### config.mk
export PLATFORM = sky130hd
export DESIGN_NAME = tru_top
export DESIGN_NICKNAME = d
export VERILOG_FILES = /design/src/rtl/tru_pkg.sv /design/src/rtl/tru_ret_ctrl.sv /design/src/rtl/tru_wr_merge.sv /design/src/rtl/tru_view.sv /design/src/rtl/tru_top.sv
export SDC_FILE = /design/constraint.sdc
export NUM_CORES = 1
export LEC_CHECK = 0
export CORE_MARGIN = 2
export CORE_UTILIZATION = 40
export CTS_BUF_LIST = sky130_fd_sc_hd__clkbuf_4 sky130_fd_sc_hd__clkbuf_8
export DETAILED_ROUTE_END_ITERATION = 10
export PLACE_DENSITY = 0.78
export SLEW_MARGIN = 40
export SYNTH_ARGS = -nofsm -noshare
export SYNTH_HDL_FRONTEND = slang
export SYNTH_SLANG_ARGS = --single-unit
### constraint.sdc
create_clock -name clk -period 2.3 [get_ports clk]
set_input_delay 0.69 -clock clk [delete_from_list [all_inputs] [get_ports clk]]
set_output_delay 0.69 -clock clk [all_outputs]
set_load 0.1 [all_outputs]
### src/rtl/tru_pkg.sv
package tru_pkg;
  localparam int XLEN  = 64;
  localparam int SEL_W = 3;

  localparam logic [1:0] PRIV_U = 2'd0;
  localparam logic [1:0] PRIV_S = 2'd1;
  localparam logic [1:0] PRIV_R = 2'd2;
  localparam logic [1:0] PRIV_M = 2'd3;

  localparam logic [SEL_W-1:0] SEL_MWIN = 3'd0;
  localparam logic [SEL_W-1:0] SEL_SWIN = 3'd1;
  localparam logic [SEL_W-1:0] SEL_UWIN = 3'd2;
  localparam logic [SEL_W-1:0] SEL_PEND = 3'd3;
  localparam logic [SEL_W-1:0] SEL_ENAB = 3'd4;

  // status field positions
  localparam int B_DIRTY = XLEN - 1;
  localparam int B_SXL   = 34;
  localparam int B_UXL   = 32;
  localparam int B_TSR   = 22;
  localparam int B_TW    = 21;
  localparam int B_TVM   = 20;
  localparam int B_MXR   = 19;
  localparam int B_SUM   = 18;
  localparam int B_MPRV  = 17;
  localparam int B_XS    = 15;
  localparam int B_FS    = 13;
  localparam int B_MPP   = 11;
  localparam int B_SPP   = 8;
  localparam int B_MPIE  = 7;
  localparam int B_SPIE  = 5;
  localparam int B_UPIE  = 4;
  localparam int B_MIE   = 3;
  localparam int B_SIE   = 1;
  localparam int B_UIE   = 0;

  localparam logic [XLEN-1:0] ONE = {{(XLEN-1){1'b0}}, 1'b1};
  localparam logic [XLEN-1:0] TWO = {{(XLEN-2){1'b0}}, 2'b11};

  localparam logic [XLEN-1:0] USR_MASK = (ONE << B_UPIE) | (ONE << B_UIE);
  localparam logic [XLEN-1:0] SUP_WMASK = USR_MASK | (TWO << B_UXL) | (ONE << B_MXR) |
      (ONE << B_SUM) | (TWO << B_XS) | (TWO << B_FS) | (ONE << B_SPP) |
      (ONE << B_SPIE) | (ONE << B_SIE);
  localparam logic [XLEN-1:0] SUP_RMASK = SUP_WMASK | (ONE << B_DIRTY);
  localparam logic [XLEN-1:0] MCH_WMASK = SUP_WMASK | (TWO << B_SXL) | (ONE << B_TSR) |
      (ONE << B_TW) | (ONE << B_TVM) | (ONE << B_MPRV) | (TWO << B_MPP) |
      (ONE << B_MPIE) | (ONE << B_MIE);
  // interrupt layout: external 11/9/8, timer 7/5/4, software 3/1/0
  localparam logic [XLEN-1:0] IRQ_MASK = (ONE << 11) | (ONE << 9) | (ONE << 8) |
      (ONE << 7) | (ONE << 5) | (ONE << 4) | (ONE << 3) | (ONE << 1) | ONE;
  localparam logic [XLEN-1:0] RET_FIELDS = (TWO << B_MPP) | (ONE << B_SPP) |
      (ONE << B_MPIE) | (ONE << B_SPIE) | (ONE << B_UPIE) | (ONE << B_MIE) |
      (ONE << B_SIE) | (ONE << B_UIE);
endpackage

### src/rtl/tru_ret_ctrl.sv
module tru_ret_ctrl
  import tru_pkg::*;
(
  input  logic            ret_valid,
  input  logic [1:0]      ret_level,
  input  logic [1:0]      priv_i,
  input  logic [XLEN-1:0] status_i,
  output logic            do_ret,
  output logic            bad_ret,
  output logic [1:0]      priv_nxt,
  output logic [XLEN-1:0] status_nxt
);
  logic allowed;

  always_comb begin
    allowed    = (ret_level != PRIV_R) && (priv_i >= ret_level);
    priv_nxt   = priv_i;
    status_nxt = status_i;
    case (ret_level)
      PRIV_M: begin
        priv_nxt                      = status_i[B_MPP+1:B_MPP];
        status_nxt[B_MIE]             = status_i[B_MPIE];
        status_nxt[B_MPIE]            = 1'b1;
        status_nxt[B_MPP+1:B_MPP]     = PRIV_U;
      end
      PRIV_S: begin
        priv_nxt           = {1'b0, status_i[B_SPP]};
        status_nxt[B_SIE]  = status_i[B_SPIE];
        status_nxt[B_SPIE] = 1'b1;
        status_nxt[B_SPP]  = 1'b0;
      end
      default: begin
        priv_nxt           = PRIV_U;
        status_nxt[B_UIE]  = status_i[B_UPIE];
        status_nxt[B_UPIE] = 1'b1;
      end
    endcase
    do_ret  = ret_valid && allowed;
    bad_ret = ret_valid && !allowed;
  end
endmodule

### src/rtl/tru_wr_merge.sv
module tru_wr_merge
  import tru_pkg::*;
(
  input  logic             we,
  input  logic [SEL_W-1:0] sel,
  input  logic [XLEN-1:0]  wdata,
  input  logic [XLEN-1:0]  status_i,
  input  logic [XLEN-1:0]  pend_i,
  input  logic [XLEN-1:0]  enab_i,
  output logic             status_we,
  output logic             pend_we,
  output logic             enab_we,
  output logic [XLEN-1:0]  status_new,
  output logic [XLEN-1:0]  pend_new,
  output logic [XLEN-1:0]  enab_new
);
  logic [XLEN-1:0] wmask;

  always_comb begin
    case (sel)
      SEL_MWIN: wmask = MCH_WMASK;
      SEL_SWIN: wmask = SUP_WMASK;
      SEL_UWIN: wmask = USR_MASK;
      default:  wmask = '0;
    endcase
    status_new = (status_i & ~wmask) | (wdata & wmask);
    if (sel == SEL_MWIN && wdata[B_MPP+1:B_MPP] == PRIV_R)
      status_new[B_MPP+1:B_MPP] = PRIV_U;
    pend_new  = wdata & IRQ_MASK;
    enab_new  = wdata & IRQ_MASK;
    status_we = we && (sel == SEL_MWIN || sel == SEL_SWIN || sel == SEL_UWIN);
    pend_we   = we && (sel == SEL_PEND);
    enab_we   = we && (sel == SEL_ENAB);
  end
endmodule

### src/rtl/tru_view.sv
module tru_view
  import tru_pkg::*;
(
  input  logic [SEL_W-1:0] sel,
  input  logic [XLEN-1:0]  status_i,
  input  logic [XLEN-1:0]  pend_i,
  input  logic [XLEN-1:0]  enab_i,
  output logic [XLEN-1:0]  rdata
);
  logic            dirty;
  logic [XLEN-1:0] full;

  always_comb begin
    dirty = (status_i[B_FS+1:B_FS] == 2'b11) || (status_i[B_XS+1:B_XS] == 2'b11);
    full  = status_i;
    full[B_DIRTY] = dirty;
    case (sel)
      SEL_MWIN: rdata = full;
      SEL_SWIN: rdata = full & SUP_RMASK;
      SEL_UWIN: rdata = full & USR_MASK;
      SEL_PEND: rdata = pend_i;
      SEL_ENAB: rdata = enab_i;
      default:  rdata = '0;
    endcase
  end
endmodule

### src/rtl/tru_top.sv
module tru_top
  import tru_pkg::*;
(
  input  logic             clk,
  input  logic             rst,
  input  logic             ret_valid,
  input  logic [1:0]       ret_level,
  input  logic             csr_we,
  input  logic [SEL_W-1:0] csr_sel,
  input  logic [XLEN-1:0]  csr_wdata,
  output logic [1:0]       priv_o,
  output logic             illegal_o,
  output logic [XLEN-1:0]  csr_rdata
);
  logic [XLEN-1:0] status_q, pend_q, enab_q, rdata_q;
  logic [1:0]      priv_q;
  logic            illegal_q;

  logic            do_ret, bad_ret, status_we, pend_we, enab_we;
  logic [1:0]      ret_priv;
  logic [XLEN-1:0] ret_status, wr_status, wr_pend, wr_enab, view_data;

  tru_ret_ctrl u_ret (
    .ret_valid (ret_valid), .ret_level (ret_level), .priv_i (priv_q),
    .status_i  (status_q),  .do_ret    (do_ret),    .bad_ret (bad_ret),
    .priv_nxt  (ret_priv),  .status_nxt(ret_status)
  );

  tru_wr_merge u_wr (
    .we        (csr_we),    .sel       (csr_sel),   .wdata    (csr_wdata),
    .status_i  (status_q),  .pend_i    (pend_q),    .enab_i   (enab_q),
    .status_we (status_we), .pend_we   (pend_we),   .enab_we  (enab_we),
    .status_new(wr_status), .pend_new  (wr_pend),   .enab_new (wr_enab)
  );

  tru_view u_view (
    .sel(csr_sel), .status_i(status_q), .pend_i(pend_q), .enab_i(enab_q),
    .rdata(view_data)
  );

  always_ff @(posedge clk) begin
    if (rst) begin
      status_q  <= '0;
      pend_q    <= '0;
      enab_q    <= '0;
      rdata_q   <= '0;
      priv_q    <= PRIV_M;
      illegal_q <= 1'b0;
    end else begin
      illegal_q <= bad_ret;
      rdata_q   <= view_data;
      if (do_ret) begin
        status_q <= ret_status;
        priv_q   <= ret_priv;
      end else if (!ret_valid && status_we) begin
        status_q <= wr_status;
      end
      if (pend_we) pend_q <= wr_pend;
      if (enab_we) enab_q <= wr_enab;
    end
  end

  assign priv_o    = priv_q;
  assign illegal_o = illegal_q;
  assign csr_rdata = rdata_q;


  bad_ret_frozen_chk: assert property (@(posedge clk) disable iff (rst)
    (ret_valid && (ret_level == PRIV_R || ret_level > priv_q))
    |=> (illegal_o && $stable(status_q) && $stable(priv_q)));


  flag_cause_chk: assert property (@(posedge clk) disable iff (rst)
    illegal_o |-> $past(ret_valid));


  mret_restore_chk: assert property (@(posedge clk) disable iff (rst)
    (ret_valid && ret_level == PRIV_M && priv_q == PRIV_M)
    |=> (priv_o == $past(status_q[B_MPP+1:B_MPP]) && status_q[B_MIE] == $past(status_q[B_MPIE])
         && status_q[B_MPIE] && status_q[B_MPP+1:B_MPP] == PRIV_U));


  sret_restore_chk: assert property (@(posedge clk) disable iff (rst)
    (ret_valid && ret_level == PRIV_S && priv_q != PRIV_U)
    |=> (priv_o == {1'b0, $past(status_q[B_SPP])} && status_q[B_SIE] == $past(status_q[B_SPIE])
         && status_q[B_SPIE] && !status_q[B_SPP]));


  uret_restore_chk: assert property (@(posedge clk) disable iff (rst)
    (ret_valid && ret_level == PRIV_U)
    |=> (priv_o == PRIV_U && status_q[B_UIE] == $past(status_q[B_UPIE]) && status_q[B_UPIE]));


  write_blocked_chk: assert property (@(posedge clk) disable iff (rst)
    ret_valid |=> ((status_q & ~RET_FIELDS) == $past(status_q & ~RET_FIELDS)));
endmodule

### After elaboration in Yosys (flattened, before gate mapping)

Index checks and enable logic that the tools add are counted.

* output and inout port bits: 67
* RAM bits: 0
* bits in registers: 149
* logic and storage cells: 62
* memories: 0
* input bits: 73
* bits in read-only memories: 0
* latch bits: 0

* multipliers: 0
* magnitude comparators: 1
* equal/unequal tests: 13
* divide/modulo/power cells: 0
* shift operators: 0
* add/subtract/negate cells: 0
* bitwise operators: 5
* multiplexer cells: 14
* reductions and logical operators: 20

Operator list (number)
* case mux 64 bit (5 select lines): 1
* case mux 36 bit (3 select lines): 1
* bitwise AND 64 x 36 -> 64 bit: 1
* bitwise AND 64 bit: 1
* NOT 36 -> 64 bit: 1
* OR 64 bit: 1
* two-way mux 13 bit: 2
* equality test 2 bit (second input constant): 4
* logical AND 1 bit: 8
* AND reduction 2 bit: 4
* two-way mux 1 bit: 7
* equality test 3 x 2 -> 1 bit (second input constant): 2
* two-way mux 2 bit: 2
* != test 2 x 1 -> 1 bit (second input constant): 2
* != test 2 bit (second input constant): 2
* case mux 2 bit (2 select lines): 1
* equality test 3 x 1 -> 1 bit (second input constant): 1
* equality test 3 bit (second input constant): 1
* logical NOT 3 bit: 1
* logical OR 1 bit: 3
* equality test 2 x 1 -> 1 bit (second input constant): 1
* greater-or-equal comparator 2 bit: 1
* logical NOT 1 bit: 2
* nonzero test 2 bit: 1
* other kinds (2): 2

### Longest topological paths before layout

Gate-level depths: netlist of run 1.

* word-level depth: 8
* gate-level depth with buffers: 7
* mapped depth without buffers: 6

### Hierarchy

From an unflattened synthesis of run 1, not the netlist that was laid out.

* cells, all modules: 1417
* area, all modules: 13401.6 µm²

By module, submodules not included
* tru_top: area an instance 9855.7 µm², times used 1, cells an instance 920, seq. area each 5185.0 µm²
* tru_wr_merge: area an instance 1595.3 µm², times used 1, cells an instance 205, seq. area each 0.0 µm²
* tru_view: area an instance 1347.5 µm², times used 1, cells an instance 214, seq. area each 0.0 µm²
* tru_ret_ctrl: area an instance 603.1 µm², times used 1, cells an instance 78, seq. area each 0.0 µm²

### Worst setup path before layout of run 1

OpenSTA, ideal clock, no wires.

* path type: reg-to-reg
* from: register priv_q[0], in the netlist priv_o[0]
* to: register status_q[5]
* cell stages (with the launch flop): 8
* buffers on the path: 1
* slack: -0.159 ns
* data required time: 2.181 ns
* library setup time: 0.119 ns
* arrival time: 2.340 ns
* clock period less this slack: 2.459 ns
* cell sequence: dfxtp_1 > inv_1 > ha_1 > nand2b_1 > a31oi_1 > clkbuf_1 > o21ai_0 > o221a_2

* cells in the longest elaborated chain, start to end: 5
* elaborated cells between the ends (all ways): 7
* classes of those cells: order compare (1); eq/ne (1); mux (1); reduce/logical (4)

RTL lines
* start: declaration: line tru_top.sv:16 `logic [1:0] priv_q;`
* start signal: assignment: line tru_top.sv:54 `priv_q <= ret_priv;`
* greater-or-equal comparator 2 bit *: line tru_ret_ctrl.sv:16 `allowed = (ret_level != PRIV_R) && (priv_i >= ret_level);`
* logical AND 1 bit *: line tru_ret_ctrl.sv:16
* logical AND 1 bit *: line tru_ret_ctrl.sv:38 `do_ret = ret_valid && allowed;`
* != test 2 x 1 -> 1 bit (no source line) or nonzero test 2 bit (tied branches)
* AND reduction 2 bit (no source line)
* end signal: assignment: line tru_top.sv:53 `status_q <= ret_status;`
* end signal: assignment: line tru_top.sv:56 `status_q <= wr_status;`
* end: declaration: line tru_top.sv:15 `logic [XLEN-1:0] status_q, pend_q, enab_q, rdata_q;`

Every way passes the cells marked *; elsewhere a longest branch is shown, timed or not.
A chain may end at the register's enable or synchronous reset.

==> results.txt, run 1 <==
- GRT Residual Overflow: 0
- Using the TritonRoute via totals, the vias-per-cell ratio works out to 4.756.
* Clock tree from TritonCTS: yes
* Most common flop cell mapped by yosys: sky130_fd_sc_hd__dfxtp_1
- Setup slack on the worst reg-to-reg path comes out at 570 ps.
- Cell types occupying the most area after synthesis: sky130_fd_sc_hd__dfxtp_1 46%, sky130_fd_sc_hd__buf_4 9.8%, sky130_fd_sc_hd__nand2_1 9.8%
- Final core utilization: 0.5444
- Adding up every negative setup slack in the final design gives 0 ps.
- Number of antenna-violating nets in the routed design: 0
- Placeable core region: 0.007253 mm^2
- Number of buffers created by CTS: 9
- The finished layout holds 542 standard cells, fillers aside.
* Max Used Layer: met4
* Main combinational cell family by area after synthesis: simple AND/OR/NAND/NOR gates
- The initial antenna violation count was 0.
- At the worst endpoint, the required time is 2560 ps.
* Power after layout: 3130 uW
- Along the worst path, the maximum fanout reaches 10.
- VDD IR max: 0.3486 mV
- The netlist uses 40 different library cells.
- In this run, the number of DRC markers left after iteration 0 of detailed routing was 152.
- Pin count of the biggest net entering global routing: 42
* DIE HEIGHT: 90.32 um
* Total number of vias: 2578
* Tcrit/Tclk final: 0.9278
- Area added between synthesis and finish: 32.49%
- Setup repair after global routing missed its margin: false
- Data arrives at the worst endpoint at 2400 ps.
- The repair_antennas step left the layout with diodes totalling 0.
- In the routed design, unresolved DRC markers number 0.
* Min Clock Period, post-route: 2134 ps
* Final hold vios: 0
- In the final layout, the share of cells above drive strength 1 is 0.2032.
- Type of the worst setup path: in -> reg
- Met2 WL post-DR: 3268 um
* Most frequent standard cell in the layout excluding fill and tap cells: sky130_fd_sc_hd__nand2_1
* Post-CTS Setup Repair Bufs: 0
- The flow ran to the end, and the final reports show no timing, DRC or antenna violations.
* Number of fill cells in the layout: 657
* Leakage component of the power: 0.001627 uW
* Insertion delay of the later-clocked pin in the worst-skew pair: 350 ps
- Wire segments on met3 add up to 419 um in the final route.
* FF+latch count, synth: 69
- Synthesized cell area: 0.002980 mm^2
- Counting flops with a built-in enable in the synthesized netlist gives 0.
- Post-synthesis share of cell area spent on xor and xnor gates: 0
- The portion of synthesized area spent on multiplexers is 0.01050.
* Number of levels the H-tree was split into: 3
- Derived from the worst setup path, the maximum achievable clock frequency is 468.6 MHz.
- Of the total synthesized cell area, the portion taken by full adders, half adders and majority gates is 0.008396.
* Power per Cell Area: 792.6 mW/mm^2
- Final-stage net count: 513
- In this run the worst setup path begins at ret_level[0].
- 1st-pass router iterations: 4
* Top cell type's share of synthesized area: 0.4635
- In this run the worst hold path is classified as reg -> reg.
* Routed wirelength normalized by instance count: 12.69 um
- In the global route stage, overall resource usage came out at 0.1721.
- The worst setup path is launched from a primary input.
* Most frequent cells in the layout: 78 x sky130_fd_sc_hd__nand2_1, 68 x sky130_fd_sc_hd__dfxtp_1, 63 x sky130_fd_sc_hd__buf_4, 39 x sky130_fd_sc_hd__conb_1, 38 x sky130_fd_sc_hd__a21oi_1
- The initial utilization of the core area, before any placement, comes to 0.4109.
- Portion of the post-synthesis area used by sequential elements: 0.4635
- Input and output buffers added on the ports amount to 60.
* Die span in x: 90.32 um
- For this run, the number of Yosys warnings is 0.
- Across all hold checks on the routed design, the worst slack comes to 451.1 ps.
- Detailed-routing wirelength on met1: 2994 um
- The average instance in the mapped netlist occupies 8.515 um^2.
- Count of pins on the block boundary: 140
- Simple-gate share of the synthesized area: 0.2187
* Number of sinks on the clock net: 69
- Post-synth ARST share: 0
- The synthesized-area fraction occupied by ao, oa, aoi and oai cells was 0.1625.
- The root buffer cell chosen for the clock tree is sky130_fd_sc_hd__clkbuf_8.
- In this run, post-CTS repair resized a total of 0 instances.
- Final-report setup violation count: 0
- Standard cell with the maximum stage delay on the critical path: sky130_fd_sc_hd__clkdlybuf4s50_1
- Worst R2R Start: priv_o[0]
* Buffer depth of the longest clock path: 2
- Global placer's final weighted congestion: 0.8359
- Walking the worst path, the cells encountered are clkdlybuf4s50_1 -> ha_1 -> nand2b_1 -> a31oi_1 -> buf_4 -> o311ai_0 -> a311oi_1.
* Number of global-route vias before repair: 2410
- Wire length reported by the detailed router: 6878 um
- MaxCap Viol Count: 0
- Wire length of the first global-routing pass: 11230 um
- Between clock sinks in the finished design, the worst skew comes to 10.01 ps.
- Clock-pin slew was measured on the worst setup and hold paths at 80 ps.
- Total Die Area: 0.008158 mm^2
- STA classifies the critical path endpoint as a flip-flop.
- Site Rows: 31
- Syn Inst Count: 350
* Longest individual stage delay on the worst path: 430 ps
- Final HPWL DP: 5100 um
- The number of placed instances, taps included, is 526.
- Count of hold buffers inserted by post-cts repair: 0
- The synthesized design spends more area on one cell type than any other, namely sky130_fd_sc_hd__dfxtp_1.
* Number of max-slew violations in the final report: 0
==> cells in the mapped netlist, types with 3 or more instances <==
master	n
sky130_fd_sc_hd__a21oi_1	38
sky130_fd_sc_hd__a22oi_1	4
sky130_fd_sc_hd__a311oi_1	5
sky130_fd_sc_hd__a31oi_1	3
sky130_fd_sc_hd__and2_1	26
sky130_fd_sc_hd__buf_2	4
sky130_fd_sc_hd__buf_4	39
sky130_fd_sc_hd__clkbuf_1	12
sky130_fd_sc_hd__dfxtp_1	69
sky130_fd_sc_hd__inv_1	6
sky130_fd_sc_hd__nand2_1	78
sky130_fd_sc_hd__nand2b_1	4
sky130_fd_sc_hd__nand3_1	5
sky130_fd_sc_hd__nor2_1	7
sky130_fd_sc_hd__nor2b_1	4
sky130_fd_sc_hd__o211ai_1	3
sky130_fd_sc_hd__o21ai_0	12
sky130_fd_sc_hd__o221a_2	3
==> cell type report <==
type	instances	area, um^2	area share
Clock buffer	9	123.9	0.03137
Clock inverter	7	137.6	0.03485
Inverter	6	22.52	0.005703
Multi-Input combinational cell	256	1345	0.3406
Sequential cell	69	1383	0.3501
Tap cell	99	123.9	0.03137
Timing Repair Buffer	96	813.3	0.2060
==> worst max-delay path: cells and delay by family <==
family | cells | cell delay (ps)
AO/OA/AOI/OAI | 3 | 620
adder cells (fa/ha/maj) | 1 | 290
buffers and inverters | 2 | 630
AND/OR/NAND/NOR | 1 | 180
==> per-stage QoR <==
| stage | setup WS, ps | cell area (um^2) |
|---|---|---|
| after floorplan | 35.61 | 3124 |
| after global placement | -124.0 | 3687 |
| after detailed placement | -190.8 | 3687 |
| after CTS | 175.8 | 3949 |
| after global routing | 22.94 | 3949 |
| final | 166.1 | 3949 |
==> where the power goes <==
| part | total (uW) | switching [uW] | leakage [uW] | internal, uW |
|---|---|---|---|---|
| registers | 1240 | 16.9 | 0.000558 | 1220 |
| logic | 608 | 461 | 0.000939 | 146 |
| clock network | 1280 | 458 | 0.000129 | 826 |
| total | 3130 | 937 | 0.00163 | 2190 |
==> per-layer routing <==
| metal | track usage | vias up |
|---|---|---|
| li1 | - | 1275 |
| met1 | 0.2048 | 1174 |
| met2 | 0.2914 | 109 |
| met3 | 0.03923 | 20 |
| met4 | 0.08718 | 0 |
| met5 | 0 | - |
==> cell families (layout without fill, tap and decap cells) <==
kind of cell | Yosys count | in the layout
flops | 69 | 69
fa+ha+maj | 2 | 2
other cells | 1 | 39
simple gates | 134 | 134
compound gates | 78 | 78
mux | 3 | 3
buf+inv | 63 | 118
==> worst paths after layout <==
| check | end | cells past startpoint |
|---|---|---|
| worst max register to register | flip-flop | 7 |
| worst min-delay path | csr_rdata[33] | 1 |
| worst max-delay path | flip-flop | 7 |
| worst min register to register | csr_rdata[33] | 1 |
No activity file was read; power rests on OpenSTA's default activity.
==> run 2, diff against run 1 <==
--- a/config.mk
+++ b/config.mk
@@ -5,6 +5,7 @@
 export SDC_FILE = /design/constraint.sdc
 export NUM_CORES = 1
 export LEC_CHECK = 0
+export CORE_ASPECT_RATIO = 1.4
 export CORE_MARGIN = 2
 export CORE_UTILIZATION = 40
 export CTS_BUF_LIST = sky130_fd_sc_hd__clkbuf_4 sky130_fd_sc_hd__clkbuf_8
==> results.txt, run 2 (synthesis gave the netlist of run 1 again) <==
* Setup repair after global routing missed its margin: false
- In the global route stage, overall resource usage came out at 0.1758.
- Number of antenna-violating nets in the routed design: 0
- At the end of the flow the core is filled with cells to 0.5385.
- Most frequent cells in the layout: 78 x sky130_fd_sc_hd__nand2_1, 72 x sky130_fd_sc_hd__buf_4, 68 x sky130_fd_sc_hd__dfxtp_1, 39 x sky130_fd_sc_hd__conb_1, 38 x sky130_fd_sc_hd__a21oi_1
- Setup violations remaining at the end of the flow were counted as 0.
- Timing would allow up to 460.9 MHz.
- Global placer's final weighted congestion: 0.8833
* Layout cell share with drive strength beyond 1: 0.2173
- Leakage component of the power: 0.001628 uW
- Buffers inserted during clock tree synthesis total 9.
- Switching power: 921.1 uW
- Together, buffers and inverters on the worst path number 2.
* Port Buffer Count: 60
- Clock tree synthesis selected as its root buffer the cell sky130_fd_sc_hd__clkbuf_8.
- After detailed routing, the number of remaining DRC violations is 0.
- Routed wirelength normalized by instance count: 13.02 um
- Worst EP required: 2560 ps
* Post-CTS Setup Repair Bufs: 0
- The final hold violation count was 0.
- The pre-antenna-repair detailed-routing pass consisted of 5 iterations.
- Number of global-route vias before repair: 2477
- The run finished with clean final reports.
- Power after layout: 2751 uW
- GRT Residual Overflow: 0
* Type of the worst setup path: in -> reg
* Quantity of gates resized following cts: 0
- Total number of vias: 2661
- The final max-slew violation count is 0.
- The die is 76.95 um wide.
- Max FO, Critical Path: 11
* Number of sinks on the clock net: 69
- For the worst setup path, the data arrival time is 2430 ps.
* Crit-path leading delay family: buffers and inverters
- Part of the total power dissipated in sequential elements: 0.450
- Of the available clock period, the critical path in the final layout requires 0.9434.
* Min Clock Period, post-route: 2170 ps
* Count of hold buffers inserted by post-cts repair: 0
- STA classifies the critical path startpoint as a primary input.
- For this block, the initial DRC count from the detailed router was 108.
* MaxCap Viol Count: 0
- After floorplanning, the core was divided into 37 placement rows.
- Insertion delay of the later-clocked pin in the worst-skew pair: 350 ps
- Pin count of the biggest net entering global routing: 23
- Longest individual stage delay on the worst path: 450 ps
- The repair_antennas step left the layout with diodes totalling 0.
- Of the total power, the clock network draws 0.326.
* Clock tree from TritonCTS: yes
- Clock transition time at the flip-flop clock pins of the worst setup and hold paths: 70 ps
* Starting density of the core: 0.4101
- Final-stage net count: 521
- Number of levels the H-tree was split into: 3
- The worst setup path is captured at a flip-flop.
* Net switching fraction of the power: 0.3348
* Count of pins on the block boundary: 140
* Standard cell with the maximum stage delay on the critical path: sky130_fd_sc_hd__clkdlybuf4s50_1
- The finished cells cover 0.003914 mm^2.
* Wire length of the first global-routing pass: 11230 um
- Number of antenna violations at the first check in global routing: 0
- In this run the cell area measured after placement is 0.003732 mm^2.
- Combinational group share of total power: 0.224
* Number of vias per cell: 4.856
* Power per Cell Area: 702.9 mW/mm^2
- Final HPWL DP: 5363 um
- The die covers 0.008167 mm^2.
- DIE HEIGHT: 106.1 um
* Wire length reported by the detailed router: 7135 um
- Cell internal power was estimated by the tool at 1830 uW.
* Setup skew after layout: 5.202 ps
* Placeable core region: 0.007268 mm^2
- The clock passes through at most 2 buffers.
* Worst path cell trace: clkdlybuf4s50_1 -> ha_1 -> nand2b_1 -> a31oi_1 -> buf_4 -> o311ai_0 -> a311oi_1
- Area added between synthesis and finish: 31.32%
- Most frequent standard cell in the layout excluding fill and tap cells: sky130_fd_sc_hd__nand2_1
* VDD IR max: 0.2785 mV
- Min-delay worst type: reg -> reg
==> run 2: power groups by stage <==
stage | logic, uW | clock network [uW] | registers, uW
6_report | 616 | 897 | 1240
5_1_grt | 643 | 966 | 1240
4_1_cts | 614 | 911 | 1240
3_5_place_dp | 612 | 0 | 1260
3_3_place_gp | 604 | 0 | 1260
2_1_floorplan | 448 | 0 | 1310
==> run 2: worst paths after layout <==
kind / from / cells after the start / slack [ps] / to
max: ret_level[0] / 7 / 130 / flip-flop
min: flip-flop / 2 / 450 / flip-flop
max reg2reg: priv_o[0] / 7 / 560 / flip-flop
min reg2reg: flip-flop / 2 / 450 / flip-flop
==> run 2: cell type report <==
cell class	instances	area, um^2
multi-input combinational	256	1345
fill	681	3354
clock buffer	12	158.9
clock inverter	4	22.52
inverter	6	22.52
tap	97	121.4
timing repair buffer	104	860.8
sequential	69	1383
==> run 2: stage by stage <==
step / setup WS, ps / std cells / setup TNS (ps) / hold WS [ps]
3_5_place_dp: -210.3 / 532 / -1654 / 440.7
4_1_cts: 152.6 / 548 / 0 / 456.0
6_report: 130.2 / 548 / 0 / 453.5
3_3_place_gp: -132.6 / 532 / -876.1 / 434.3
5_1_grt: 59.27 / 548 / 0 / 476.9
2_1_floorplan: 35.61 / 388 / 0 / 429.6
==> run 2: worst min-delay path: stages, from the launching register on <==
cell and delay (ps):
sky130_fd_sc_hd__dfxtp_1 310, sky130_fd_sc_hd__nand2_1 50, sky130_fd_sc_hd__a21oi_1 50
==> run 2: metal layers <==
layer / track usage / part of all wire / vias to the layer above
met1: 0.1791 / 0.37 / 1240
met4: 0.09221 / 0.029 / 0
met2: 0.3264 / 0.54 / 115
met3: 0.04329 / 0.062 / 15
met5: 0 / 0 / -
li1: - / - / 1291
